### src/rtl/intc_pkg.sv
package intc_pkg;
   // word indices (byte address / 4) of the register map
   localparam int REG_EN_SET    = 0;
   localparam int REG_EN_CLR    = 1;
   localparam int REG_PENDING   = 2;
   localparam int REG_ACTIVE    = 3;
   localparam int REG_MASK      = 4;
   localparam int REG_THRESHOLD = 5;
   localparam int REG_PRIO_BASE = 16;
   localparam int BUS_W         = 32;
endpackage

### src/rtl/intc_regs.sv
module intc_regs
   import intc_pkg::*;
#(
   parameter int NUM_IRQ = 8,
   parameter int PRIO_W  = 3,
   parameter int ADDR_W  = 8
) (
   input  logic                      clk,
   input  logic                      rst_n,
   input  logic                      bus_wr,
   input  logic [ADDR_W-1:0]         bus_addr,
   input  logic [BUS_W-1:0]          bus_wdata,
   output logic [NUM_IRQ-1:0]        enable,
   output logic [NUM_IRQ*PRIO_W-1:0] prio_flat,
   output logic                      mask_all,
   output logic                      mask_hard,
   output logic [PRIO_W-1:0]         threshold
);
   localparam int WORD_W = ADDR_W - 2;

   logic [WORD_W-1:0] word;
   logic              unused_addr;
   assign word        = bus_addr[ADDR_W-1:2];
   assign unused_addr = ^bus_addr[1:0];

   logic [NUM_IRQ-1:0] set_bits, clr_bits;
   assign set_bits = (bus_wr && word == WORD_W'(REG_EN_SET)) ? bus_wdata[NUM_IRQ-1:0] : '0;
   assign clr_bits = (bus_wr && word == WORD_W'(REG_EN_CLR)) ? bus_wdata[NUM_IRQ-1:0] : '0;

   always_ff @(posedge clk) begin
      if (!rst_n) begin
         enable    <= '0;
         mask_all  <= 1'b0;
         mask_hard <= 1'b0;
         threshold <= '0;
      end else begin
         enable <= (enable | set_bits) & ~clr_bits;
         if (bus_wr && word == WORD_W'(REG_MASK)) begin
            mask_all  <= bus_wdata[0];
            mask_hard <= bus_wdata[1];
         end
         if (bus_wr && word == WORD_W'(REG_THRESHOLD))
            threshold <= bus_wdata[PRIO_W-1:0];
      end
   end

   // one priority register per line
   for (genvar g = 0; g < NUM_IRQ; g++) begin : g_prio
      logic [PRIO_W-1:0] prio_q;
      always_ff @(posedge clk) begin
         if (!rst_n)
            prio_q <= '0;
         else if (bus_wr && word == WORD_W'(REG_PRIO_BASE + g))
            prio_q <= bus_wdata[PRIO_W-1:0];
      end
      assign prio_flat[g*PRIO_W +: PRIO_W] = prio_q;
   end

   logic unused_wdata;
   assign unused_wdata = ^bus_wdata;
endmodule

### src/rtl/intc_pending.sv
module intc_pending #(
   parameter int NUM_IRQ = 8
) (
   input  logic               clk,
   input  logic               rst_n,
   input  logic [NUM_IRQ-1:0] irq_req,
   input  logic [NUM_IRQ-1:0] sw_clear,
   input  logic [NUM_IRQ-1:0] ack_clear,
   output logic [NUM_IRQ-1:0] pending
);
   logic [NUM_IRQ-1:0] req_q, rise;
   assign rise = irq_req & ~req_q;

   always_ff @(posedge clk) begin
      if (!rst_n) begin
         req_q   <= '0;
         pending <= '0;
      end else begin
         req_q   <= irq_req;
         // a fresh edge wins over a clear in the same cycle
         pending <= (pending & ~sw_clear & ~ack_clear) | rise;
      end
   end

   a_r4_edge_latch: assert property (@(posedge clk) disable iff (!rst_n)
      (rise != '0) |=> ((pending & $past(rise)) == $past(rise)));
endmodule

### src/rtl/intc_arbiter.sv
module intc_arbiter #(
   parameter int NUM_IRQ = 8,
   parameter int PRIO_W  = 3,
   localparam int ID_W   = (NUM_IRQ > 1) ? $clog2(NUM_IRQ) : 1
) (
   input  logic [NUM_IRQ-1:0]        cand,
   input  logic [NUM_IRQ*PRIO_W-1:0] prio_flat,
   output logic                      win_valid,
   output logic [ID_W-1:0]           win_id,
   output logic [PRIO_W-1:0]         win_prio
);
   always_comb begin
      win_valid = 1'b0;
      win_id    = '0;
      win_prio  = '1;
      // strict compare keeps the lowest index on a tie
      for (int i = 0; i < NUM_IRQ; i++) begin
         if (cand[i] && (!win_valid || prio_flat[i*PRIO_W +: PRIO_W] < win_prio)) begin
            win_valid = 1'b1;
            win_id    = ID_W'(i);
            win_prio  = prio_flat[i*PRIO_W +: PRIO_W];
         end
      end
   end
endmodule

### src/rtl/intc_stack.sv
module intc_stack #(
   parameter int ID_W  = 3,
   parameter int LVL_W = 4,
   parameter int DEPTH = 8,
   localparam int CNT_W = $clog2(DEPTH + 1),
   localparam int IDX_W = (DEPTH > 1) ? $clog2(DEPTH) : 1
) (
   input  logic             clk,
   input  logic             rst_n,
   input  logic             push,
   input  logic [ID_W-1:0]  push_id,
   input  logic [LVL_W-1:0] push_lvl,
   input  logic             pop,
   output logic [ID_W-1:0]  top_id,
   output logic [LVL_W-1:0] top_lvl,
   output logic             empty,
   output logic             full
);
   localparam logic [LVL_W-1:0] IDLE = {1'b1, {(LVL_W-1){1'b0}}};

   logic [ID_W-1:0]  id_q  [DEPTH];
   logic [LVL_W-1:0] lvl_q [DEPTH];
   logic [CNT_W-1:0] count_q;
   logic [IDX_W-1:0] top_idx, wr_idx;

   assign empty   = (count_q == '0);
   assign full    = (count_q == CNT_W'(DEPTH));
   assign top_idx = IDX_W'(count_q - CNT_W'(1));
   assign wr_idx  = IDX_W'(count_q);
   assign top_id  = empty ? '0 : id_q[top_idx];
   assign top_lvl = empty ? IDLE : lvl_q[top_idx];

   always_ff @(posedge clk) begin
      if (!rst_n) begin
         count_q <= '0;
         for (int i = 0; i < DEPTH; i++) begin
            id_q[i]  <= '0;
            lvl_q[i] <= '0;
         end
      end else if (pop && !empty) begin
         count_q <= count_q - CNT_W'(1);
      end else if (push && !full) begin
         id_q[wr_idx]  <= push_id;
         lvl_q[wr_idx] <= push_lvl;
         count_q       <= count_q + CNT_W'(1);
      end
   end

   a_r7_no_overflow: assert property (@(posedge clk) disable iff (!rst_n)
      push |-> !full);
   a_r8_pop_restores: assert property (@(posedge clk) disable iff (!rst_n)
      (pop && !empty) |=> (count_q == $past(count_q) - CNT_W'(1)));
endmodule

### src/rtl/prio_intc.sv
module prio_intc
   import intc_pkg::*;
#(
   parameter int NUM_IRQ     = 8,
   parameter int PRIO_W      = 3,
   parameter int STACK_DEPTH = 8,
   parameter int ADDR_W      = 8,
   localparam int ID_W       = (NUM_IRQ > 1) ? $clog2(NUM_IRQ) : 1,
   localparam int LVL_W      = PRIO_W + 1
) (
   input  logic               clk,
   input  logic               rst_n,
   input  logic               bus_wr,
   input  logic [ADDR_W-1:0]  bus_addr,
   input  logic [31:0]        bus_wdata,
   output logic [31:0]        bus_rdata,
   input  logic [NUM_IRQ-1:0] irq_req,
   output logic               irq_preempt,
   output logic [ID_W-1:0]    irq_id,
   input  logic               irq_ack,
   input  logic               irq_ret,
   output logic [LVL_W-1:0]   exec_level
);
   localparam int WORD_W = ADDR_W - 2;

   if (NUM_IRQ < 1 || NUM_IRQ > BUS_W) begin : g_bad_num
      $error("NUM_IRQ must be 1..32");
   end
   if (PRIO_W < 1 || PRIO_W > 8) begin : g_bad_prio
      $error("PRIO_W must be 1..8");
   end
   if (STACK_DEPTH < 1) begin : g_bad_depth
      $error("STACK_DEPTH must be positive");
   end
   if (REG_PRIO_BASE + NUM_IRQ > (1 << WORD_W)) begin : g_bad_addr
      $error("ADDR_W too small for the priority block");
   end

   logic [NUM_IRQ-1:0]        enable, pending, active;
   logic [NUM_IRQ*PRIO_W-1:0] prio_flat;
   logic                      mask_all, mask_hard;
   logic [PRIO_W-1:0]         threshold;

   intc_regs #(.NUM_IRQ(NUM_IRQ), .PRIO_W(PRIO_W), .ADDR_W(ADDR_W)) u_regs (
      .clk(clk), .rst_n(rst_n), .bus_wr(bus_wr), .bus_addr(bus_addr),
      .bus_wdata(bus_wdata), .enable(enable), .prio_flat(prio_flat),
      .mask_all(mask_all), .mask_hard(mask_hard), .threshold(threshold));

   logic [WORD_W-1:0]  word;
   logic [NUM_IRQ-1:0] sw_clear, ack_clear;
   logic               do_ack, do_ret;
   assign word     = bus_addr[ADDR_W-1:2];
   assign sw_clear = (bus_wr && word == WORD_W'(REG_PENDING)) ? bus_wdata[NUM_IRQ-1:0] : '0;

   intc_pending #(.NUM_IRQ(NUM_IRQ)) u_pend (
      .clk(clk), .rst_n(rst_n), .irq_req(irq_req), .sw_clear(sw_clear),
      .ack_clear(ack_clear), .pending(pending));

   logic              win_valid;
   logic [ID_W-1:0]   win_id;
   logic [PRIO_W-1:0] win_prio;

   intc_arbiter #(.NUM_IRQ(NUM_IRQ), .PRIO_W(PRIO_W)) u_arb (
      .cand(pending & enable), .prio_flat(prio_flat),
      .win_valid(win_valid), .win_id(win_id), .win_prio(win_prio));

   logic             stk_empty, stk_full;
   logic [ID_W-1:0]  top_id;

   intc_stack #(.ID_W(ID_W), .LVL_W(LVL_W), .DEPTH(STACK_DEPTH)) u_stack (
      .clk(clk), .rst_n(rst_n), .push(do_ack), .push_id(win_id),
      .push_lvl({1'b0, win_prio}), .pop(do_ret), .top_id(top_id),
      .top_lvl(exec_level), .empty(stk_empty), .full(stk_full));

   // effective level: running level, tightened by a nonzero threshold
   logic [LVL_W-1:0] eff_level;
   always_comb begin
      eff_level = exec_level;
      if (threshold != '0 && {1'b0, threshold} < eff_level)
         eff_level = {1'b0, threshold};
   end

   assign irq_preempt = win_valid && !mask_all && !mask_hard && !stk_full
                        && ({1'b0, win_prio} < eff_level);
   assign irq_id      = win_id;

   // a return takes precedence over an acknowledge in the same cycle
   assign do_ret    = irq_ret && !stk_empty;
   assign do_ack    = irq_ack && irq_preempt && !irq_ret;
   assign ack_clear = do_ack ? (NUM_IRQ'(1) << win_id) : '0;

   always_ff @(posedge clk) begin
      if (!rst_n)
         active <= '0;
      else if (do_ret)
         active[top_id] <= 1'b0;
      else if (do_ack)
         active[win_id] <= 1'b1;
   end

   always_comb begin
      bus_rdata = '0;
      case (int'(word))
         REG_EN_SET, REG_EN_CLR: bus_rdata[NUM_IRQ-1:0] = enable;
         REG_PENDING:            bus_rdata[NUM_IRQ-1:0] = pending;
         REG_ACTIVE:             bus_rdata[NUM_IRQ-1:0] = active;
         REG_MASK:               bus_rdata[1:0]         = {mask_hard, mask_all};
         REG_THRESHOLD:          bus_rdata[PRIO_W-1:0]  = threshold;
         default: begin
            for (int i = 0; i < NUM_IRQ; i++)
               if (int'(word) == REG_PRIO_BASE + i)
                  bus_rdata[PRIO_W-1:0] = prio_flat[i*PRIO_W +: PRIO_W];
         end
      endcase
   end

   logic [PRIO_W-1:0] id_prio;
   assign id_prio = prio_flat[int'(irq_id)*PRIO_W +: PRIO_W];

   a_r5_winner_live: assert property (@(posedge clk) disable iff (!rst_n)
      irq_preempt |-> (pending[irq_id] && enable[irq_id]));
   a_r6_strictly_above: assert property (@(posedge clk) disable iff (!rst_n)
      irq_preempt |-> ({1'b0, id_prio} < exec_level));
   a_r9_threshold: assert property (@(posedge clk) disable iff (!rst_n)
      (irq_preempt && threshold != '0) |-> (id_prio < threshold));
   a_r10_masked: assert property (@(posedge clk) disable iff (!rst_n)
      (mask_all || mask_hard) |-> !irq_preempt);
   a_r7_ack_enters: assert property (@(posedge clk) disable iff (!rst_n)
      do_ack |=> (active[$past(irq_id)] && exec_level == {1'b0, $past(id_prio)}));
endmodule

### config.mk
export PLATFORM = sky130hd
export DESIGN_NAME = prio_intc
export DESIGN_NICKNAME = d
export VERILOG_FILES = /design/src/rtl/intc_pkg.sv /design/src/rtl/intc_regs.sv /design/src/rtl/intc_pending.sv /design/src/rtl/intc_arbiter.sv /design/src/rtl/intc_stack.sv /design/src/rtl/prio_intc.sv
export SDC_FILE = /design/constraint.sdc
export NUM_CORES = 1
export LEC_CHECK = 0
export ABC_AREA = 1
export BUFFER_PORTS_ARGS = -buffer_cell sky130_fd_sc_hd__clkbuf_2
export CORE_MARGIN = 5
export CORE_UTILIZATION = 45
export CTS_CLUSTER_SIZE = 40
export DETAILED_ROUTE_END_ITERATION = 6
export PLACE_DENSITY_LB_ADDON = 0.12
export RECOVER_POWER = 50
export SLEW_MARGIN = 20
export SYNTH_ARGS = -nofsm -noshare
export SYNTH_HDL_FRONTEND = slang
export SYNTH_SLANG_ARGS = --single-unit
### constraint.sdc
create_clock -name clk -period 9.61 [get_ports clk]
set_input_delay 1.922 -clock clk [delete_from_list [all_inputs] [get_ports clk]]
set_output_delay 1.922 -clock clk [all_outputs]
set_load 0.05 [all_outputs]
### Word-level counts from Yosys, hierarchy flattened

Memories as Yosys holds them, arrays and structs flattened.
Cells that the tools add are included.

* $add $sub $neg: 2
* $mul: 0
* divide/modulo/power cells: 0
* magnitude comparators: 13
* equality and inequality tests: 22
* shift operators: 1
* muxes and demuxes: 60
* bitwise gates (word level): 14
* reductions and logical operators: 59

Operator list (number)
* 3-bit two-way mux: 25
* 8-bit AND: 6
* 6-bit by 5-bit equality test with 1-bit output (second input constant): 8
* 6-bit equality test (second input constant): 8
* 8-bit two-way mux: 6
* 8-bit inverter: 5
* 1-bit logical AND: 32
* 8-bit bitwise OR: 3
* 3-bit < comparator: 7
* 1-bit two-way mux: 18
* 4-bit two-way mux: 4
* 5-bit case mux with 3 select lines: 1
* 6-bit by 2-bit equality test with 1-bit output (second input constant): 2
* 6-bit by 3-bit equality test with 1-bit output (second input constant): 2
* 1-bit zero test: 12
* 2-bit case mux with 5 select lines: 1
* 3-bit by 4-bit < comparator with 1-bit output: 2
* 3-bit by 4-bit < comparator with 1-bit output (second input constant): 2
* 1-bit by 3-bit << shifter with 8-bit output (first input constant): 1
* 1-bit logical OR: 7
* 1-bit demux with 3-bit select: 2
* 6-bit by 1-bit equality test with 1-bit output (second input constant): 1
* 3-bit by 1-bit greater-or-equal comparator with 1-bit output (second input constant): 2
* 6-bit zero test: 1
* 10 further kinds: 13

* register bits after elaboration: 65
* bits in latches: 0
* RAM bits: 48
* ROM bits: 0
* input bits: 53
* output and inout port bits: 40
* logic and storage cells: 189
* memories kept: 2

Memory list
* u_stack.id_q: words 8, width 3, rd ports 1, clocked after memory_dff 0, write ports 8, line intc_stack.sv:21 `logic [ID_W-1:0] id_q [DEPTH];`
* u_stack.lvl_q: words 8, width 3, rd ports 1, clocked after memory_dff 0, write ports 8, line intc_stack.sv:22 `logic [LVL_W-1:0] lvl_q [DEPTH];`

### Depth between registers and ports, before layout

* depth in word-level cells: 43
* mapped depth: 71
* mapped depth without buffers: 71

### Hierarchy

A second synthesis with hierarchy kept.

* cells, all modules: 1088
* area, all modules: 7659.8 um2

Modules (own cells, without submodules)
* intc_stack: instances 1, cells each 301, area an instance 2970.3 um2, seq. area each 1761.7 um2
* prio_intc: instances 1, cells each 293, area an instance 1607.8 um2, seq. area each 160.2 um2
* intc_regs: instances 1, cells each 224, area an instance 1554.0 um2, seq. area each 740.7 um2
* intc_arbiter: instances 1, cells each 180, area an instance 904.6 um2, seq. area each 0.0 um2
* intc_pending: instances 1, cells each 90, area an instance 623.1 um2, seq. area each 320.3 um2

### Worst setup path after synthesis

Ideal clock, no wire load.

* path kind: reg-to-output
* start point: register u_pend.pending[0]
* end point: output irq_preempt
* data arrival time: 7.863 ns
* required time: 7.688 ns
* slack: -0.175 ns
* stages on the path, launching flop included: 55
* path buffers: 0
* cell sequence: dfxtp_1 -> nand2_2 -> nor2_1 -> nand2_1 -> nand2_1 -> nand2_2 -> nand3_2 -> o22ai_1 -> ha_1 -> nand2_1 -> inv_1 -> nand2_1 -> nand2_1 -> nand2_2 -> nand2_4 -> o21ai_0 -> ha_1 -> nand2_1 -> (+19 left out) -> nand2_2 -> nand2_4 -> o21ai_0 -> ha_1 -> a21oi_1 -> nand2_1 -> nand2_2 -> nand2_4 -> o21ai_0 -> ha_1 -> a21oi_1 -> nand2_1 -> nand2_2 -> nand2_4 -> o21a_1 -> ha_1 -> a2111oi_0 -> a21boi_0

* elaborated cells between the ends (all ways): 50
* classes of those cells: order compare: 8; mux: 16; bitwise: 1; reduce/logical: 25

RTL lines
* start: declaration: line intc_pending.sv:9 `output logic [NUM_IRQ-1:0] pending`
* start signal: assignment: line intc_pending.sv:21 `pending <= (pending & ~sw_clear & ~ack_clear) | rise;`
* 8-bit AND *: line prio_intc.sv:64 `.cand(pending & enable), .prio_flat(prio_flat),`
* 3-bit two-way mux or 1-bit two-way mux (tied branches): line intc_arbiter.sv:18 `if (cand[i] && (!win_valid || prio_flat[i*PRIO_W +: PRIO_W] < win_prio)) begin`
* 3-bit < comparator or 1-bit zero test (tied branches): line intc_arbiter.sv:18
* 1-bit logical OR: line intc_arbiter.sv:18
* 1-bit logical AND: line intc_arbiter.sv:18
* 3-bit two-way mux or 1-bit two-way mux (tied branches): line intc_arbiter.sv:18
* 3-bit < comparator or 1-bit zero test (tied branches): line intc_arbiter.sv:18
* 1-bit logical OR: line intc_arbiter.sv:18
* (+17 left out)
* 3-bit two-way mux or 1-bit two-way mux (tied branches): line intc_arbiter.sv:18
* 3-bit < comparator or 1-bit zero test (tied branches): line intc_arbiter.sv:18
* 1-bit logical OR: line intc_arbiter.sv:18
* 1-bit logical AND: line intc_arbiter.sv:18
* 3-bit two-way mux *: line intc_arbiter.sv:18
* named net u_arb.win_prio[2]: line intc_arbiter.sv:10 `output logic [PRIO_W-1:0] win_prio`
* 3-bit by 4-bit < comparator with 1-bit output *: line prio_intc.sv:84 `&& ({1'b0, win_prio} < eff_level);`
* 1-bit logical AND *: line prio_intc.sv:84
* end: declaration: line prio_intc.sv:18 `output logic irq_preempt,`

The timed path passes the listed nets; every way through them passes the cells marked *.

### Worst setup path in the final report

* start point: register u_regs.enable[0]
* end point: output irq_preempt

* elaborated cells between the ends (all ways): 50
* classes of those cells: order compare: 8; mux: 16; bitwise: 1; reduce/logical: 25

RTL lines
* start: declaration: line intc_regs.sv:13 `output logic [NUM_IRQ-1:0] enable,`
* start signal: assignment: line intc_regs.sv:37 `enable <= (enable | set_bits) & ~clr_bits;`
* 8-bit AND *: line prio_intc.sv:64
* 3-bit two-way mux or 1-bit two-way mux (tied branches): line intc_arbiter.sv:18
* 3-bit < comparator or 1-bit zero test (tied branches): line intc_arbiter.sv:18
* 1-bit logical OR: line intc_arbiter.sv:18
* 1-bit logical AND: line intc_arbiter.sv:18
* 3-bit two-way mux or 1-bit two-way mux (tied branches): line intc_arbiter.sv:18
* 3-bit < comparator or 1-bit zero test (tied branches): line intc_arbiter.sv:18
* 1-bit logical OR: line intc_arbiter.sv:18
* (+17 left out)
* 3-bit two-way mux or 1-bit two-way mux (tied branches): line intc_arbiter.sv:18
* 3-bit < comparator or 1-bit zero test (tied branches): line intc_arbiter.sv:18
* 1-bit logical OR: line intc_arbiter.sv:18
* 1-bit logical AND: line intc_arbiter.sv:18
* 3-bit two-way mux *: line intc_arbiter.sv:18
* named net u_arb.win_prio[2]: line intc_arbiter.sv:10
* 3-bit by 4-bit < comparator with 1-bit output *: line prio_intc.sv:84
* 1-bit logical AND *: line prio_intc.sv:84

Marked as above.

==> metrics.csv <==
metric,value,unit
gr-total-overflow,0,
initial_core_util,45.39,%
p_sw,761.0,uW
syn_to_final_growth,20.96,%
drive_gt1_share,16.79,%
path_max_fanout,6,
required,7.69,ns
drt_iter0_drc,504,
finalSetupTns,0,ns
antenna_cells,0,
portBuffers,42,
antenna_found_initial,0,
worstSetupStartpoint,u_regs.enable[0],
grtUsageTotal,21.94,%
relSlewSlack,-62.63,%
synth_ff_type,dfxtp_1,
hold_path_class,reg2reg,
wl_per_cell,16.20,um
num-fill-cells,1378,
synthArstFlopShare,0,%
pwr-share-seq,29.4,%
synth.distinct_cells,40,
syn_avg_cell_area,7.440,sq um
power_leakage,3.485,nW
p_int,1.072,mW
dp_hpwl,13530,um
drc,0,
cp_slowest_stage_delay,0.37,ns
violations,"capacitance limit, slew limit",
nNetsFinal,1025,
fin_crit,9.186,ns
regArea,2750,sq um
multiInputGateArea,3387,sq um
setup_viol,0,
firstDrtPassIters,5,
clk_pin_slew_worst_paths,0.05,ns
p_total,1.833,mW
grt_max_degree,57,
ys_seq_elements,113,
synth_area,6548,sq um
rows,44,
cp_slowest_cell,dfxtp_4,
core,14420,sq um
viasPerCell,5.221,
die_y,130.6,um
num_vias,6030,
cts_hold_buf,0,
drv_slew,91,
critical_path.endpoint_type,primary output,
ys_seq_area_share,41.89,%
hp-start,u_pend.req_q[0],
cts_tree,done,
powerDensity,231.4,nW/um^2
maxCapViolations,2,
status,finished with violations,
hold_viol,0,
yosysWarningCount,0,
syn_inst,880,
critical_path_class,reg2out,
cts-root-buf,clkbuf_16,
period_share,95.59,%
grt_pass1_vias,5475,
peakVddDrop,0.1274,mV
clkLatencyLatePin,0.41,ns
cpMostUsedCell,nand2_1,
pwr-share-comb,37.5,%
dieArea,17060,sq um
cts_buffers,17,
gp_congestion,0.8538,
synthAdderAreaFrac,2.675,%
startpoint_type,register,
max_clock_freq,0.1089,GHz
r2r_setup_slack,1.16,ns
top_level_ports,93,
cts_buffer_depth,2,
routed_wl,18710,um
synth-xor-area-share,0.5351,%
clockPowerShare,33.0,%
cts.sinks,113,
grt_pass1_wl,28630,um
sw_frac_of_total,41.52,%
drtAntennaViolNets,0,
setup_ws,0.4237,ns
synth_top_family_by_area,simple AND/OR/NAND/NOR gates,
synth-edff-count,48,
synth_compound_area_share,17.45,%
cts_max_level,4,
dp_worst_setup_slack,0.01408,ns
clock_skew,0.008824,ns
synthSimpleGateAreaFrac,25.99,%
arrival,7.26,ns
r2r_start,u_regs.enable[0],
die_w,130.6,um
synthMuxAreaShare,0.1720,%
worstMarginPinSlew,2.439,ns
worst paths after layout:
path | cells past startpoint | end
setup / recovery | 64 | irq_preempt
setup reg to reg | 67 | u_stack.id_q[6][0]
hold / removal | 1 | u_pend.pending[0]
hold reg to reg | 1 | u_pend.pending[0]
power groups by stage:
stage / Sequential, mW / Clock (mW) / Combinational, mW
6_report: 0.539 / 0.605 / 0.688
5_1_grt: 0.542 / 0.635 / 0.768
4_1_cts: 0.539 / 0.614 / 0.676
3_5_place_dp: 0.549 / 0 / 0.673
3_3_place_gp: 0.548 / 0 / 0.668
2_1_floorplan: 0.542 / 0 / 0.514
synthesized netlist by cell type (10+ instances only):
| master | number | area, sq um |
|---|---|---|
| a211oi_1 | 12 | 90.09 |
| a21oi_1 | 61 | 305.3 |
| buf_4 | 25 | 187.7 |
| clkbuf_1 | 16 | 60.06 |
| dfxtp_1 | 65 | 1301 |
| edfxtp_1 | 48 | 1441 |
| ha_1 | 14 | 175.2 |
| inv_1 | 115 | 431.7 |
| nand2_1 | 159 | 596.8 |
| nand2_2 | 11 | 68.82 |
| nand3_1 | 46 | 230.2 |
| nor2_1 | 127 | 476.7 |
| nor3_1 | 13 | 65.06 |
| o21ai_0 | 85 | 425.4 |
| o221ai_1 | 10 | 87.58 |
| o22ai_1 | 11 | 68.82 |
final cells by class:
| class | instances | area share, % |
|---|---|---|
| multi-input combinational | 621 | 42.76 |
| sequential | 113 | 34.72 |
| timing repair buffer | 85 | 6.651 |
| clock buffer | 20 | 5.908 |
| inverter | 120 | 5.687 |
| tap | 184 | 2.907 |
| clock inverter | 12 | 1.359 |
worst max-delay path, delay by kind of cell, from the launching register on:
family / cells / cell delay [ns]
and+or+nand+nor: 39 / 2.67
adders and majority gates: 7 / 1.67
AOI/OAI and AO/OA: 9 / 1.46
buffers and inverters: 9 / 0.65
DFF: 1 / 0.37
routing by layer:
metal	vias up	part of all wire, %	global-route usage [%]
met2	199	46	33.26
met4	0	1.2	6.110
met1	2760	47	32.06
li1	3049	-	-
met3	22	6.3	4.187
met5	-	0	0
placed cells by master (no fill, tap or decap), types with 10 or more instances in the layout:
cell type  netlist  layout
a211oi_1        12      12
a21oi_1         61      58
buf_4           25      41
clkbuf_1        16      14
clkbuf_16        0      18
clkbuf_2         0      30
conb_1           1      24
dfxtp_1         65      61
edfxtp_1        48      48
inv_1          115     115
nand2_1        159     153
nand2_2         11      11
nand2_4          5      11
nand3_1         46      45
nor2_1         127     125
nor3_1          13      13
o21ai_0         85      78
o221ai_1        10      10
o22ai_1         11      10
sequential cells by signal (all words and copies together), names as in the netlist:
register / cells
u_regs.g_prio.prio_q: 24
u_stack.id_q: 24
u_stack.lvl_q: 24
active: 8
u_pend.pending: 8
u_pend.req_q: 8
u_regs.enable: 8
u_stack.count_q: 4
u_regs.threshold: 3
u_regs.mask_all: 1
u_regs.mask_hard: 1
logic make-up after synthesis:
group,count (synthesis)
AND/OR/NAND/NOR,377
AO/OA/AOI/OAI,201
buffers and inverters,169
flip-flops,113
adder cells (fa/ha/maj),14
XOR/XNOR,4
other,1
multiplexers,1
timing repair:
item	in CTS	in global routing
resized for setup	8	48
buffers inserted	0	15
endpoints found under the hold margin	0	0
pin swaps	0	21
endpoints found under the setup margin	1	1
through the flow:
stage / area [sq um] / hold WS, ns / instances / util (%)
after floorplan: 6634 / 0.3988 / 903 / -
after global placement: 7022 / 0.4051 / 1109 / 48.68
after detailed placement: 7022 / 0.4116 / 1109 / 48.68
after CTS: 7605 / 0.4193 / 1141 / 52.72
after global routing: 7920 / 0.4360 / 1155 / 54.91
final: 7920 / 0.4128 / 1155 / 54.91
Power figures use the tool's default switching activity.
